===== src/rtl/evt_uart_pkg.sv =====
package evt_uart_pkg;
  localparam int REG_DATA = 0;
  localparam int REG_DIV  = 1;
  localparam int REG_STAT = 2;
  localparam int REG_CTRL = 3;
  localparam int REG_DBG  = 4;

  localparam int ST_READY = 0;
  localparam int ST_RXEV  = 1;
  localparam int ST_TXEV  = 2;

  localparam int CT_RXIE  = 0;
  localparam int CT_TXIE  = 1;

  localparam int OVS      = 16;
  localparam int OVS_W    = $clog2(OVS);
endpackage


===== src/rtl/evt_uart_baud.sv =====
module evt_uart_baud #(
  parameter int DIV_W = 16
) (
  input  logic             clk,
  input  logic             rst_n,
  input  logic             restart_i,
  input  logic [DIV_W-1:0] div_i,
  output logic             tick_o
);
  logic [DIV_W-1:0] cnt_q, cnt_d;

  always_comb begin
    tick_o = (cnt_q == '0);
    if (restart_i)   cnt_d = '0;
    else if (tick_o) cnt_d = div_i;
    else             cnt_d = cnt_q - 1'b1;
  end

  always_ff @(posedge clk or negedge rst_n) begin
    if (!rst_n) cnt_q <= '0;
    else        cnt_q <= cnt_d;
  end
endmodule


===== src/rtl/evt_uart_tx.sv =====
module evt_uart_tx
  import evt_uart_pkg::*;
(
  input  logic       clk,
  input  logic       rst_n,
  input  logic       tick_i,
  input  logic       load_i,
  input  logic [7:0] data_i,
  output logic       txd_o,
  output logic       busy_o,
  output logic       done_o
);
  typedef enum logic [1:0] {TX_IDLE, TX_START, TX_DATA, TX_STOP} tx_st_e;

  tx_st_e           st_q, st_d;
  logic [7:0]       sh_q, sh_d;
  logic [2:0]       bit_q, bit_d;
  logic [OVS_W-1:0] os_q, os_d;
  logic             txd_q, txd_d;
  logic             last_os;

  always_comb begin
    st_d    = st_q;
    sh_d    = sh_q;
    bit_d   = bit_q;
    txd_d   = txd_q;
    done_o  = 1'b0;
    last_os = tick_i && (os_q == OVS_W'(OVS - 1));
    os_d    = (st_q != TX_IDLE && tick_i) ? os_q + 1'b1 : os_q;
    case (st_q)
      TX_IDLE: if (load_i) begin
        st_d  = TX_START;
        sh_d  = data_i;
        os_d  = '0;
        txd_d = 1'b0;
      end
      TX_START: if (last_os) begin
        st_d  = TX_DATA;
        bit_d = '0;
        txd_d = sh_q[0];
      end
      TX_DATA: if (last_os) begin
        if (bit_q == 3'd7) begin
          st_d  = TX_STOP;
          txd_d = 1'b1;
        end else begin
          bit_d = bit_q + 1'b1;
          sh_d  = sh_q >> 1;
          txd_d = sh_q[1];
        end
      end
      TX_STOP: if (last_os) begin
        st_d   = TX_IDLE;
        done_o = 1'b1;
      end
      default: st_d = TX_IDLE;
    endcase
  end

  always_ff @(posedge clk or negedge rst_n) begin
    if (!rst_n) begin
      st_q  <= TX_IDLE;
      sh_q  <= '0;
      bit_q <= '0;
      os_q  <= '0;
      txd_q <= 1'b1;
    end else begin
      st_q  <= st_d;
      sh_q  <= sh_d;
      bit_q <= bit_d;
      os_q  <= os_d;
      txd_q <= txd_d;
    end
  end

  assign txd_o  = txd_q;
  assign busy_o = (st_q != TX_IDLE);
endmodule


===== src/rtl/evt_uart_rx.sv =====
module evt_uart_rx
  import evt_uart_pkg::*;
(
  input  logic       clk,
  input  logic       rst_n,
  input  logic       tick_i,
  input  logic       rxd_i,
  output logic       valid_o,
  output logic [7:0] data_o
);
  typedef enum logic [1:0] {RX_IDLE, RX_START, RX_DATA, RX_STOP} rx_st_e;

  logic [2:0]       sync_q;
  rx_st_e           st_q, st_d;
  logic [7:0]       sh_q, sh_d;
  logic [2:0]       bit_q, bit_d;
  logic [OVS_W-1:0] os_q, os_d;
  logic             valid_q, valid_d;
  logic             line, fall, mid_start, end_bit;

  always_comb begin
    line      = sync_q[1];
    fall      = sync_q[2] & ~sync_q[1];
    mid_start = tick_i && (os_q == OVS_W'(OVS / 2 - 1));
    end_bit   = tick_i && (os_q == OVS_W'(OVS - 1));
    st_d      = st_q;
    sh_d      = sh_q;
    bit_d     = bit_q;
    valid_d   = 1'b0;
    os_d      = (st_q != RX_IDLE && tick_i) ? os_q + 1'b1 : os_q;
    case (st_q)
      RX_IDLE: if (fall) begin
        st_d = RX_START;
        os_d = '0;
      end
      RX_START: if (mid_start) begin
        st_d  = line ? RX_IDLE : RX_DATA;
        os_d  = '0;
        bit_d = '0;
      end
      RX_DATA: if (end_bit) begin
        sh_d  = {line, sh_q[7:1]};
        bit_d = bit_q + 1'b1;
        if (bit_q == 3'd7) st_d = RX_STOP;
      end
      RX_STOP: if (end_bit) begin
        valid_d = line;
        st_d    = RX_IDLE;
      end
      default: st_d = RX_IDLE;
    endcase
  end

  always_ff @(posedge clk or negedge rst_n) begin
    if (!rst_n) begin
      sync_q  <= '1;
      st_q    <= RX_IDLE;
      sh_q    <= '0;
      bit_q   <= '0;
      os_q    <= '0;
      valid_q <= 1'b0;
    end else begin
      sync_q  <= {sync_q[1:0], rxd_i};
      st_q    <= st_d;
      sh_q    <= sh_d;
      bit_q   <= bit_d;
      os_q    <= os_d;
      valid_q <= valid_d;
    end
  end

  assign valid_o = valid_q;
  assign data_o  = sh_q;
endmodule


===== src/rtl/evt_uart.sv =====
module evt_uart
  import evt_uart_pkg::*;
#(
  parameter int ADDR_W = 5,
  parameter int DIV_W  = 16
) (
  input  logic              clk,
  input  logic              rst_n,
  input  logic              bus_sel,
  input  logic              bus_we,
  input  logic [ADDR_W-1:0] bus_addr,
  input  logic [31:0]       bus_wdata,
  output logic [31:0]       bus_rdata,
  output logic              irq,
  output logic              txd,
  input  logic              rxd
);
  localparam int IDX_W = ADDR_W - 2;

  logic [IDX_W-1:0] word_idx;
  logic             wr, wr_data, wr_div, wr_stat, wr_ctrl, wr_dbg;
  logic [7:0]       rxbuf_q, rxbuf_d;
  logic [31:0]      div_q, ctrl_q, dbg_q;
  logic             rx_evt_q, rx_evt_d, tx_evt_q, tx_evt_d;
  logic             tick, tx_load, tx_busy, tx_done, rx_valid, rx_take;
  logic [7:0]       rx_byte;
  logic             unused_bits;

  assign word_idx = bus_addr[ADDR_W-1:2];
  assign wr       = bus_sel & bus_we;
  assign wr_data  = wr && (word_idx == IDX_W'(REG_DATA));
  assign wr_div   = wr && (word_idx == IDX_W'(REG_DIV));
  assign wr_stat  = wr && (word_idx == IDX_W'(REG_STAT));
  assign wr_ctrl  = wr && (word_idx == IDX_W'(REG_CTRL));
  assign wr_dbg   = wr && (word_idx == IDX_W'(REG_DBG));
  assign unused_bits = ^{bus_addr[1:0], div_q[31:DIV_W]};

  evt_uart_baud #(.DIV_W(DIV_W)) baud_i (
    .clk(clk), .rst_n(rst_n), .restart_i(wr_div),
    .div_i(div_q[DIV_W-1:0]), .tick_o(tick)
  );

  assign tx_load = wr_data & ~tx_busy;

  evt_uart_tx tx_i (
    .clk(clk), .rst_n(rst_n), .tick_i(tick), .load_i(tx_load),
    .data_i(bus_wdata[7:0]), .txd_o(txd), .busy_o(tx_busy), .done_o(tx_done)
  );

  evt_uart_rx rx_i (
    .clk(clk), .rst_n(rst_n), .tick_i(tick), .rxd_i(rxd),
    .valid_o(rx_valid), .data_o(rx_byte)
  );

  always_comb begin
    rx_take = rx_valid & ~rx_evt_q;
    rxbuf_d = rx_take ? rx_byte : rxbuf_q;
    if (rx_take)                        rx_evt_d = 1'b1;
    else if (wr_stat && bus_wdata[ST_RXEV]) rx_evt_d = 1'b0;
    else                                rx_evt_d = rx_evt_q;
    if (tx_done)                        tx_evt_d = 1'b1;
    else if (wr_stat && bus_wdata[ST_TXEV]) tx_evt_d = 1'b0;
    else                                tx_evt_d = tx_evt_q;
  end

  always_ff @(posedge clk or negedge rst_n) begin
    if (!rst_n) begin
      rxbuf_q  <= '0;
      div_q    <= '0;
      ctrl_q   <= '0;
      dbg_q    <= '0;
      rx_evt_q <= 1'b0;
      tx_evt_q <= 1'b0;
    end else begin
      if (rx_take) rxbuf_q <= rxbuf_d;
      if (wr_div)  div_q   <= bus_wdata;
      if (wr_ctrl) ctrl_q  <= bus_wdata;
      if (wr_dbg)  dbg_q   <= bus_wdata;
      rx_evt_q <= rx_evt_d;
      tx_evt_q <= tx_evt_d;
    end
  end

  always_comb begin
    bus_rdata = '0;
    case (word_idx)
      IDX_W'(REG_DATA): bus_rdata = {24'd0, rxbuf_q};
      IDX_W'(REG_DIV):  bus_rdata = div_q;
      IDX_W'(REG_STAT): bus_rdata = {29'd0, tx_evt_q, rx_evt_q, 1'b1};
      IDX_W'(REG_CTRL): bus_rdata = ctrl_q;
      IDX_W'(REG_DBG):  bus_rdata = dbg_q;
      default:          bus_rdata = '0;
    endcase
  end

  assign irq = (rx_evt_q & ctrl_q[CT_RXIE]) | (tx_evt_q & ctrl_q[CT_TXIE]);
endmodule


===== config.mk =====
export PLATFORM = sky130hd
export DESIGN_NAME = evt_uart
export DESIGN_NICKNAME = d
export VERILOG_FILES = /design/src/rtl/evt_uart_pkg.sv /design/src/rtl/evt_uart_baud.sv /design/src/rtl/evt_uart_tx.sv /design/src/rtl/evt_uart_rx.sv /design/src/rtl/evt_uart.sv
export SDC_FILE = /design/constraint.sdc
export NUM_CORES = 1
export LEC_CHECK = 0
export ABC_CLOCK_PERIOD_IN_PS = 2600
export CAP_MARGIN = 10
export CORE_MARGIN = 4
export CORE_UTILIZATION = 58
export DETAILED_ROUTE_END_ITERATION = 10
export PLACE_DENSITY = 0.81
export SYNTH_ARGS = -nofsm -noshare
export SYNTH_HDL_FRONTEND = slang
export SYNTH_SLANG_ARGS = --single-unit

===== constraint.sdc =====
create_clock -name clk -period 2.6 [get_ports clk]
set_input_delay 0.52 -clock clk [delete_from_list [all_inputs] [get_ports clk]]
set_output_delay 0.52 -clock clk [all_outputs]
set_load 0.1 [all_outputs]

# Word level (Yosys, flattened, before mapping)
# Cells that the tools add are included.
# word_totals
latchBits,0
output_inout_bits,34
memories,0
in_bits,42
ff_bits,161
ramBits,0
wordCells,137
romBits,0
# op_classes
mux,47
shift,0
n_bitwise,10
reduce_logical,31
eq_ne,26
n_lt_le_gt_ge,0
div_mod_pow,0
n_mul,0
addsub,5
# op_table
cell,count
$pmux W32 S5,1
$mux W16,2
$mux W4,6
$mux W8,3
$mux W2,11
$ne A2 B1 Y1 const B,10
$logic_not A16 Y1,1
$pmux W2 S4,2
$pmux W8 S2,1
$sub A16 B1 Y16 const B,1
$mux W3,5
$reduce_bool A2 Y1,7
$logic_and A1 B1 Y1,12
$mux W1,12
$pmux W3 S2,2
$reduce_and A4 Y1,3
$reduce_and A5 Y1,2
$eq A3 B3 Y1 const B,3
$add A4 B1 Y4 const B,2
$eq A2 B2 Y1 const B,4
$eq A4 B4 Y1 const B,2
$pmux W4 S2,1
$add A3 B1 Y3 const B,2
$and A1 B1 Y1,6
other kinds (13),18

# Logic depth before layout (Yosys ltp)
# Gate-level depths: netlist (run 1).
# logic_depth
word_depth,5
depth_mapped,8
mapped_depth_nobuf,6

# Modules after synthesis
# A second synthesis (run 1) with hierarchy kept.
# hier_totals
cells_unflattened,671
area_unflattened_um2,7921.3
# modules_own_cells
mod,seq_area_each_um2,area_per_inst_um2,n_inst,cells_each
evt_uart,2652.5,4752.1,1,363
evt_uart_tx,451.7,1184.9,1,127
evt_uart_rx,529.3,996.0,1,80
evt_uart_baud,400.4,988.4,1,101

# Worst setup path after synthesis (run 1)
# OpenSTA, ideal clock, no wires.
# synth_path
path_kind,input to output
from,in bus_addr[3]
to,out bus_rdata[10]
path_buffers,3
setup_slack_ns,-1.428
t_required_ns,2.080
path_stages,5
t_arrival_ns,3.508
path_cell_list,clkbuf_1 -> buf_2 -> buf_2 -> mux2i_1 -> o21ai_0
# synth_via
elab_chain_cells,2
word_cells_on_any_way,6
cone_classes,4 x eq/ne; 1 x mux; 1 x reduce/logical
# synth_lines
item,line,source
from (decl),evt_uart.sv:11,"input logic [ADDR_W-1:0] bus_addr,"
$eq A3 B3 Y1 (tied with other cells),evt_uart.sv:86,case (word_idx)
$pmux W32 S5 *,evt_uart.sv:86,
to (decl),evt_uart.sv:13,"output logic [31:0] bus_rdata,"
# Mark *: on every way between the ends. The rest lies on a longest branch, timed or not.

# Final worst setup path (run 1)
# layout_path
from,reg baud_i.cnt_q[0]
to,"reg rx_i.sh_q[3], in the netlist rx_i.data_o[3]"
# layout_via
elab_chain_cells,3
# layout_lines
item,line,source
from (decl),evt_uart_baud.sv:10,"logic [DIV_W-1:0] cnt_q, cnt_d;"
from (signal assigned),evt_uart_baud.sv:21,else cnt_q <= cnt_d;
$logic_not A16 Y1,evt_uart_baud.sv:13,tick_o = (cnt_q == '0);
$logic_and A1 B1 Y1,evt_uart_rx.sv:25,end_bit = tick_i && (os_q == OVS_W'(OVS - 1));
$reduce_and A2 Y1 (no line),-,
to (signal assigned),evt_uart_rx.sv:58,sh_q <= '0;
to (signal assigned),evt_uart_rx.sv:65,sh_q <= sh_d;
to (decl),evt_uart_rx.sv:15,"logic [7:0] sh_q, sh_d;"
# No other way between the ends.
# A chain may end at the register's enable or synchronous reset.

==> flow_summary.json, run 1 <==
{
  "syn-cell-area_um2": 8050,
  "via_per_inst": 6.14,
  "core_area_um2": 13400,
  "path_clk_slew_ps": 60,
  "p_per_area_nw_per_um2": 837,
  "n_antenna_cell": 0,
  "status": "finished, final reports clean",
  "yosysSeqAreaShare_pct": 50.1,
  "skew_ps": 5.73,
  "synth_warnings": 0,
  "synth_fp_nets": 835,
  "critPathRequiredTime_ps": 2910,
  "synth_edf_count": 0,
  "fin_crit_ps": 2420,
  "fp.dieW_um": 126,
  "cpPeakStageDelay_ps": 470,
  "max-slew-margin-rel_pct": 44.7,
  "ir_drop_uv": 712,
  "nets": 908,
  "drive_gt1_share_pct": 27.0,
  "die_y_um": 126,
  "layout_commonest_cell": "dfrtp_1",
  "clk_latency_ps": 430,
  "synth-async-reset-ratio_pct": 100,
  "path_buf_inv": 2,
  "num_rows": 42,
  "post_cts_buffers": 0,
  "hold_path_class": "input port to async pin",
  "drc_errors": 0,
  "grt_overflow": 0,
  "grt_first_pass_wirelength_mm": 34.4,
  "fin_setup_tns_ps": 0,
  "start_util_pct": 60.1,
  "globalplace.congestion": 0.882,
  "ys_ff_latch": 161,
  "use_met2_pct": 46.3,
  "io_buffer_count": 73,
  "cp_max_fo": 22,
  "routedWlPerCell_um": 19.6,
  "drtPass1Iterations": 6,
  "p_clk_share_pct": 31.3,
  "area_growth_pct": 29.7,
  "seq_area_um2": 4030,
  "met1_usage_pct": 32.6,
  "max-cap-violations": 0,
  "dp_cells": 1011,
  "grt_antenna_before_repair": 0,
  "hold_viol_final": 0,
  "grt_busiest_layer": "met2",
  "drt_iter0_drc": 537,
  "clock-root-buffer": "clkbuf_16",
  "startpoint_type": "register",
  "first_global_vias": 6959,
  "final-setup-viol-count": 0,
  "synth_area_per_cell_um2": 10.3,
  "hold_buffers": 0,
  "drv_slew": 0,
  "cts_buffers": 17,
  "power.switching_mw": 2.90,
  "cts.path.max_buffers": 2,
  "path_cells": "inv_1 -> ha_1 -> nor4b_1 -> and4_1 -> buf_12 -> nand3_4 -> mux2_2",
  "grt_use_total_pct": 26.7,
  "rsz0062_at_grt": "no",
  "cp-end-kind": "register",
  "worst_ep_arrival_time_ps": 2730,
  "multi_input_area_um2": 4090,
  "instances_no_fill": 1043,
  "swShare_pct": 33.2,
  "p_leak_nw": 4.64,
  "dp_hpwl_mm": 13.5,
  "fin_crit_sh_pct": 92.9,
  "final_cell_mix": "dfrtp_1, nand2_1, mux2_2",
  "fin_util_pct": 77.9,
  "fill_cells": 814,
  "p_seq_share_pct": 40.6,
  "io_pins": 76,
  "routed_wl_mm": 20.5,
  "design.die.area_um2": 15800,
  "ant_nets": 0,
  "tightest_slew_ps": 827,
  "clkSinkCount": 161,
  "synthFlopType": "dfrtp_1",
  "power_frac_comb_pct": 28.0,
  "timing.fmax_mhz": 414,
  "htreeDepth": 4,
  "vias": 6407,
  "ys_types": 64,
  "met3_usage_pct": 6.44,
  "cell_internal_pwr_mw": 5.83,
  "critical_path_class": "register to register",
  "cp_slowest_cell": "and4_1",
  "syn_inst": 781,
  "grt_max_degree": 71,
  "path_delay_family": "simple AND/OR/NAND/NOR gates",
  "cts_tree": "done"
}
==> logic make-up (layout without fill, tap and decap cells) <==
logic type                 Yosys count  after routing  synth area share (%)
AOI/OAI and AO/OA                  136            136                  10.6
xor gates and xnor gates             9              9                 0.979
adders and majority gates           12             12                  1.86
buffers and inverters               65            151                  3.43
DFF                                161            161                  50.1
muxes                              119            119                  16.1
and+or+nand+nor                    279            279                  16.9
==> worst register-to-register path, stage by stage, from the launching register on <==
cell and delay (ps):
dfrtp_1 410, inv_1 90, ha_1 190, nor4b_1 430
and4_1 470, buf_12 210, nand3_4 170, mux2_2 330
==> Yosys cell counts (all sizes together), types with 12 or more instances <==
cell type	number	area share [%]
inv	19	0.89
nor4	16	1.7
nand3	17	1.2
nand2	139	6.5
buf	17	1.2
ha	12	1.9
dfrtp	157	49
a21oi	18	1.1
mux2i	37	4.6
nor3	13	0.81
nor2	38	1.8
mux2	82	11
clkbuf	29	1.4
o21ai	58	3.6
a211oi	13	1.2
==> registers in the layout (all words and copies together), names as in the netlist, 2 cells and up, named ones only <==
signal and cells:
div_q 32, rx_i.sync_q 3, ctrl_q 32, rxbuf_q 8, tx_i.os_q 4, tx_i.bit_q 3
rx_i.bit_q 3, tx_i.st_q 2, rx_i.data_o 8, dbg_q 32, baud_i.cnt_q 16, rx_i.os_q 4
tx_i.sh_q 8
==> power groups by stage <==
stage | sequential [mW] | combinational (mW) | clock [mW]
CTS | 3.54 | 2.45 | 2.76
detailed placement | 3.57 | 2.41 | 0
global route | 3.62 | 2.64 | 2.88
global placement | 3.52 | 2.30 | 0
floorplan | 3.46 | 1.72 | 0
finish | 3.55 | 2.45 | 2.74
==> stage by stage <==
step	power [mW]	area, µm²	setup slack, ps	hold slack, ps
after floorplan	5.18	8370	-296	224
after global placement	5.82	9760	3.33	346
after detailed placement	5.98	9760	-69.3	349
after CTS	8.75	10400	24.4	131
after global routing	9.14	10400	24.3	160
final	8.74	10400	184	115
==> final timing paths <==
path / start / to / slack [ps] / cells past startpoint
worst max-delay path: baud_i.cnt_q[0] / rx_i.data_o[3] / 180 / 7
min in group clk: rx_i.sync_q[0] / rx_i.sync_q[1] / 360 / 0
max in group asynchronous: rst_n / tx_i.txd_o / 1760 / 2
worst min register to register: rx_i.sync_q[0] / rx_i.sync_q[1] / 360 / 0
worst max register to register: baud_i.cnt_q[0] / rx_i.data_o[3] / 180 / 7
worst min-delay path: rst_n / tx_i.os_q[0] / 110 / 1
==> repair_timing <==
item / CTS / global route
endpoints found under the hold margin: 0 / 0
pin swaps: 0 / 0
resized for setup: 6 / 3
endpoints found under the setup margin: 6 / 8
gates cloned: 0 / 0
==> final cells by class <==
type                       count  share of cell area (%)
multi-input combinational    555                    39.2
sequential                   161                    38.6
timing repair buffer         100                    13.1
clock buffer                  21                    4.60
tap                          176                    2.11
clock inverter                11                    1.65
inverter                      19                   0.683
==> metal layers <==
| layer | vias to the layer above | routed length, µm |
|---|---|---|
| met2 | 229 | 10600 |
| met3 | 49 | 1040 |
| li1 | 2914 | - |
| met4 | 0 | 470 |
| met1 | 3215 | 8370 |
| met5 | - | 0 |
Note: power is estimated with default switching activity, not from simulation.
==> run 2, diff against run 1 <==
--- a/config.mk
+++ b/config.mk
@@ -5,12 +5,11 @@
 export SDC_FILE = /design/constraint.sdc
 export NUM_CORES = 1
 export LEC_CHECK = 0
-export ABC_CLOCK_PERIOD_IN_PS = 2600
-export CAP_MARGIN = 10
+export ABC_CLOCK_PERIOD_IN_PS = 2900
 export CORE_MARGIN = 4
-export CORE_UTILIZATION = 58
+export CORE_UTILIZATION = 62
 export DETAILED_ROUTE_END_ITERATION = 10
-export PLACE_DENSITY = 0.81
+export PLACE_DENSITY = 0.85
 export SYNTH_ARGS = -nofsm -noshare
 export SYNTH_HDL_FRONTEND = slang
 export SYNTH_SLANG_ARGS = --single-unit
==> constraint.sdc (replaced) <==
create_clock -name clk -period 2.9 [get_ports clk]
set_input_delay 0.58 -clock clk [delete_from_list [all_inputs] [get_ports clk]]
set_output_delay 0.58 -clock clk [all_outputs]
set_load 0.1 [all_outputs]
==> run 2 against run 1 <==
  * Non-clock buffer count shrank 3
  * Core utilization grew 2.2 points
  * Sequential power is 9.9% lower
  * Sequential cell count unchanged
  * Final area down 2.8%
  * Sequential share of layout area is 1.1 points higher
  * Worst setup slack got worse by 56 ps
  * Power shrank 9.7%
  * Register-to-register slack improved by 200 ps
  * Count of clock-buffer cells in the layout decreased by 2
  * Critical path type is now input port to output port
  * Largest power group unchanged
  * Highest routed layer unchanged
==> flow_summary.json, run 2 (synthesis results as in run 1) <==
{
  "grt_first_pass_wirelength_mm": 34.4,
  "layout_commonest_cell": "dfrtp_1",
  "cp_max_fo": 10,
  "tightest_slew_ps": 821,
  "via_per_inst": 6.20,
  "routed_wl_mm": 20.5,
  "grt_antenna_before_repair": 0,
  "drc_errors": 0,
  "fin_crit_sh_pct": 95.6,
  "cts_buffers": 17,
  "die_y_um": 122,
  "final.setup.worst_slack_ps": 128,
  "clock-root-buffer": "clkbuf_16",
  "rsz0062_at_grt": "no",
  "cp_slowest_cell": "clkdlybuf4s50_1",
  "cts.path.max_buffers": 2,
  "status": "finished, final reports clean",
  "path_delay_family": "buffers and inverters",
  "hold_path_class": "input port to async pin",
  "io_buffer_count": 73,
  "path_clk_slew_ps": 60,
  "final_cell_mix": "dfrtp_1, nand2_1, mux2_2",
  "p_leak_nw": 4.57,
  "startpoint_type": "input port",
  "ir_drop_uv": 822,
  "start_util_pct": 63.6,
  "htreeDepth": 4,
  "instances_no_fill": 1036,
  "reg2regPathDepth": 6,
  "dp_cells": 1004,
  "path_cells": "clkdlybuf4s50_1 -> buf_4 -> nand2_1 -> nor2_2 -> nand2_1 -> o21ai_2 -> buf_12",
  "n_antenna_cell": 0,
  "dp_hpwl_mm": 13.8,
  "drt_iter0_drc": 768,
  "fill_cells": 702,
  "p_per_area_nw_per_um2": 777,
  "max-cap-violations": 0,
  "dp_slack_ps": 87.9,
  "num_rows": 41,
  "grt_use_total_pct": 29.5,
  "drv_slew": 0,
  "grt_max_degree": 75,
  "place_area_um2": 9470,
  "critical_path_depth": 7,
  "clkSinkCount": 161,
  "drive_gt1_share_pct": 26.0,
  "critPathRequiredTime_ps": 2320,
  "reg_top3": "ctrl_q x32, dbg_q x32, div_q x32",
  "cts_tree": "done",
  "critical_path_class": "input port to output port",
  "worst_ep_arrival_time_ps": 2190,
  "ant_nets": 0,
  "area_growth_pct": 26.1,
  "clk_latency_ps": 430,
  "hold_viol_final": 0,
  "timing.fmax_mhz": 361,
  "vias": 6425,
  "critPathMostFrequentCell": "nand2_1",
  "final-setup-viol-count": 0,
  "core_area_um2": 12700,
  "hold_buffers": 0,
  "design.die.area_um2": 14900,
  "globalplace.congestion": 0.915,
  "stdcell_area_um2": 10200,
  "fin_crit_ps": 2770,
  "cpPeakStageDelay_ps": 580,
  "path_buf_inv": 3,
  "grt_overflow": 0,
  "skew_ps": 8.61,
  "fp.dieW_um": 122,
  "io_pins": 76,
  "r2r_slack_ps": 380,
  "nets": 905,
  "drtPass1Iterations": 7,
  "fin_util_pct": 80.1,
  "cp-end-kind": "output port",
  "routedWlPerCell_um": 19.8,
  "whs_ps": 155,
  "max-slew-margin-rel_pct": 45.2,
  "first_global_vias": 6897
}
[run 2: path summary, 6_finish.rpt]
| check | startpoint | to |
|---|---|---|
| worst max register to register | baud_i.cnt_q[0] | rx_i.data_o[5] |
| min in group clk | rx_i.sync_q[0] | rx_i.sync_q[1] |
| worst max-delay path | bus_addr[2] | bus_rdata[7] |
| worst min register to register | rx_i.sync_q[0] | rx_i.sync_q[1] |
| worst min-delay path | rst_n | rx_i.data_o[4] |
| max in group asynchronous | rst_n | div_q[19] |
[run 2: final cells by class]
class / count / area, µm² / area share [%]
Sequential cell: 161 / 4030 / 39.7
Multi-Input combinational cell: 555 / 3880 / 38.2
Timing Repair Buffer: 97 / 1280 / 12.6
Clock buffer: 19 / 443 / 4.36
Clock inverter: 13 / 231 / 2.28
Tap cell: 172 / 215 / 2.12
Inverter: 19 / 71.3 / 0.702
[run 2: power by group]
group	switching, mW	leakage (nW)	internal, mW
clock network	0.902	0.324	1.64
logic	1.23	2.22	0.914
registers	0.442	2.03	2.76
total	2.58	4.57	5.31
[run 2: what timing repair did]
item / 4_1_cts / 5_1_grt
gates resized for setup: 0 / 3
setup buffers: 0 / 0
endpoints found under the setup margin: 0 / 6
[run 2: per-layer routing]
metal,GRT usage [%],wire length [µm],up-vias
met5,0,0,-
met4,13.7,794,0
met3,5.99,1140,63
met2,49.5,10400,264
met1,36.9,8170,3184
li1,-,-,2914
[run 2: per-stage QoR]
| step | setup TNS, ps | total power, mW |
|---|---|---|
| 2_1_floorplan | -495 | 4.58 |
| 3_3_place_gp | 0 | 5.15 |
| 3_5_place_dp | 0 | 5.31 |
| 4_1_cts | 0 | 7.89 |
| 5_1_grt | 0 | 8.24 |
| 6_report | 0 | 7.89 |
==> run 3, diff against run 2 <==
--- a/config.mk
+++ b/config.mk
@@ -5,11 +5,11 @@
 export SDC_FILE = /design/constraint.sdc
 export NUM_CORES = 1
 export LEC_CHECK = 0
-export ABC_CLOCK_PERIOD_IN_PS = 2900
+export ABC_CLOCK_PERIOD_IN_PS = 2600
 export CORE_MARGIN = 4
-export CORE_UTILIZATION = 62
+export CORE_UTILIZATION = 58
 export DETAILED_ROUTE_END_ITERATION = 10
-export PLACE_DENSITY = 0.85
+export PLACE_DENSITY = 0.81
 export SYNTH_ARGS = -nofsm -noshare
 export SYNTH_HDL_FRONTEND = slang
 export SYNTH_SLANG_ARGS = --single-unit
==> constraint.sdc (replaced) <==
create_clock -name clk -period 2.6 [get_ports clk]
set_input_delay 0.52 -clock clk [delete_from_list [all_inputs] [get_ports clk]]
set_output_delay 0.52 -clock clk [all_outputs]
set_load 0.1 [all_outputs]
==> results of run 3 <==
No change in the layout: final DEF, timing and power equal those of run 1.
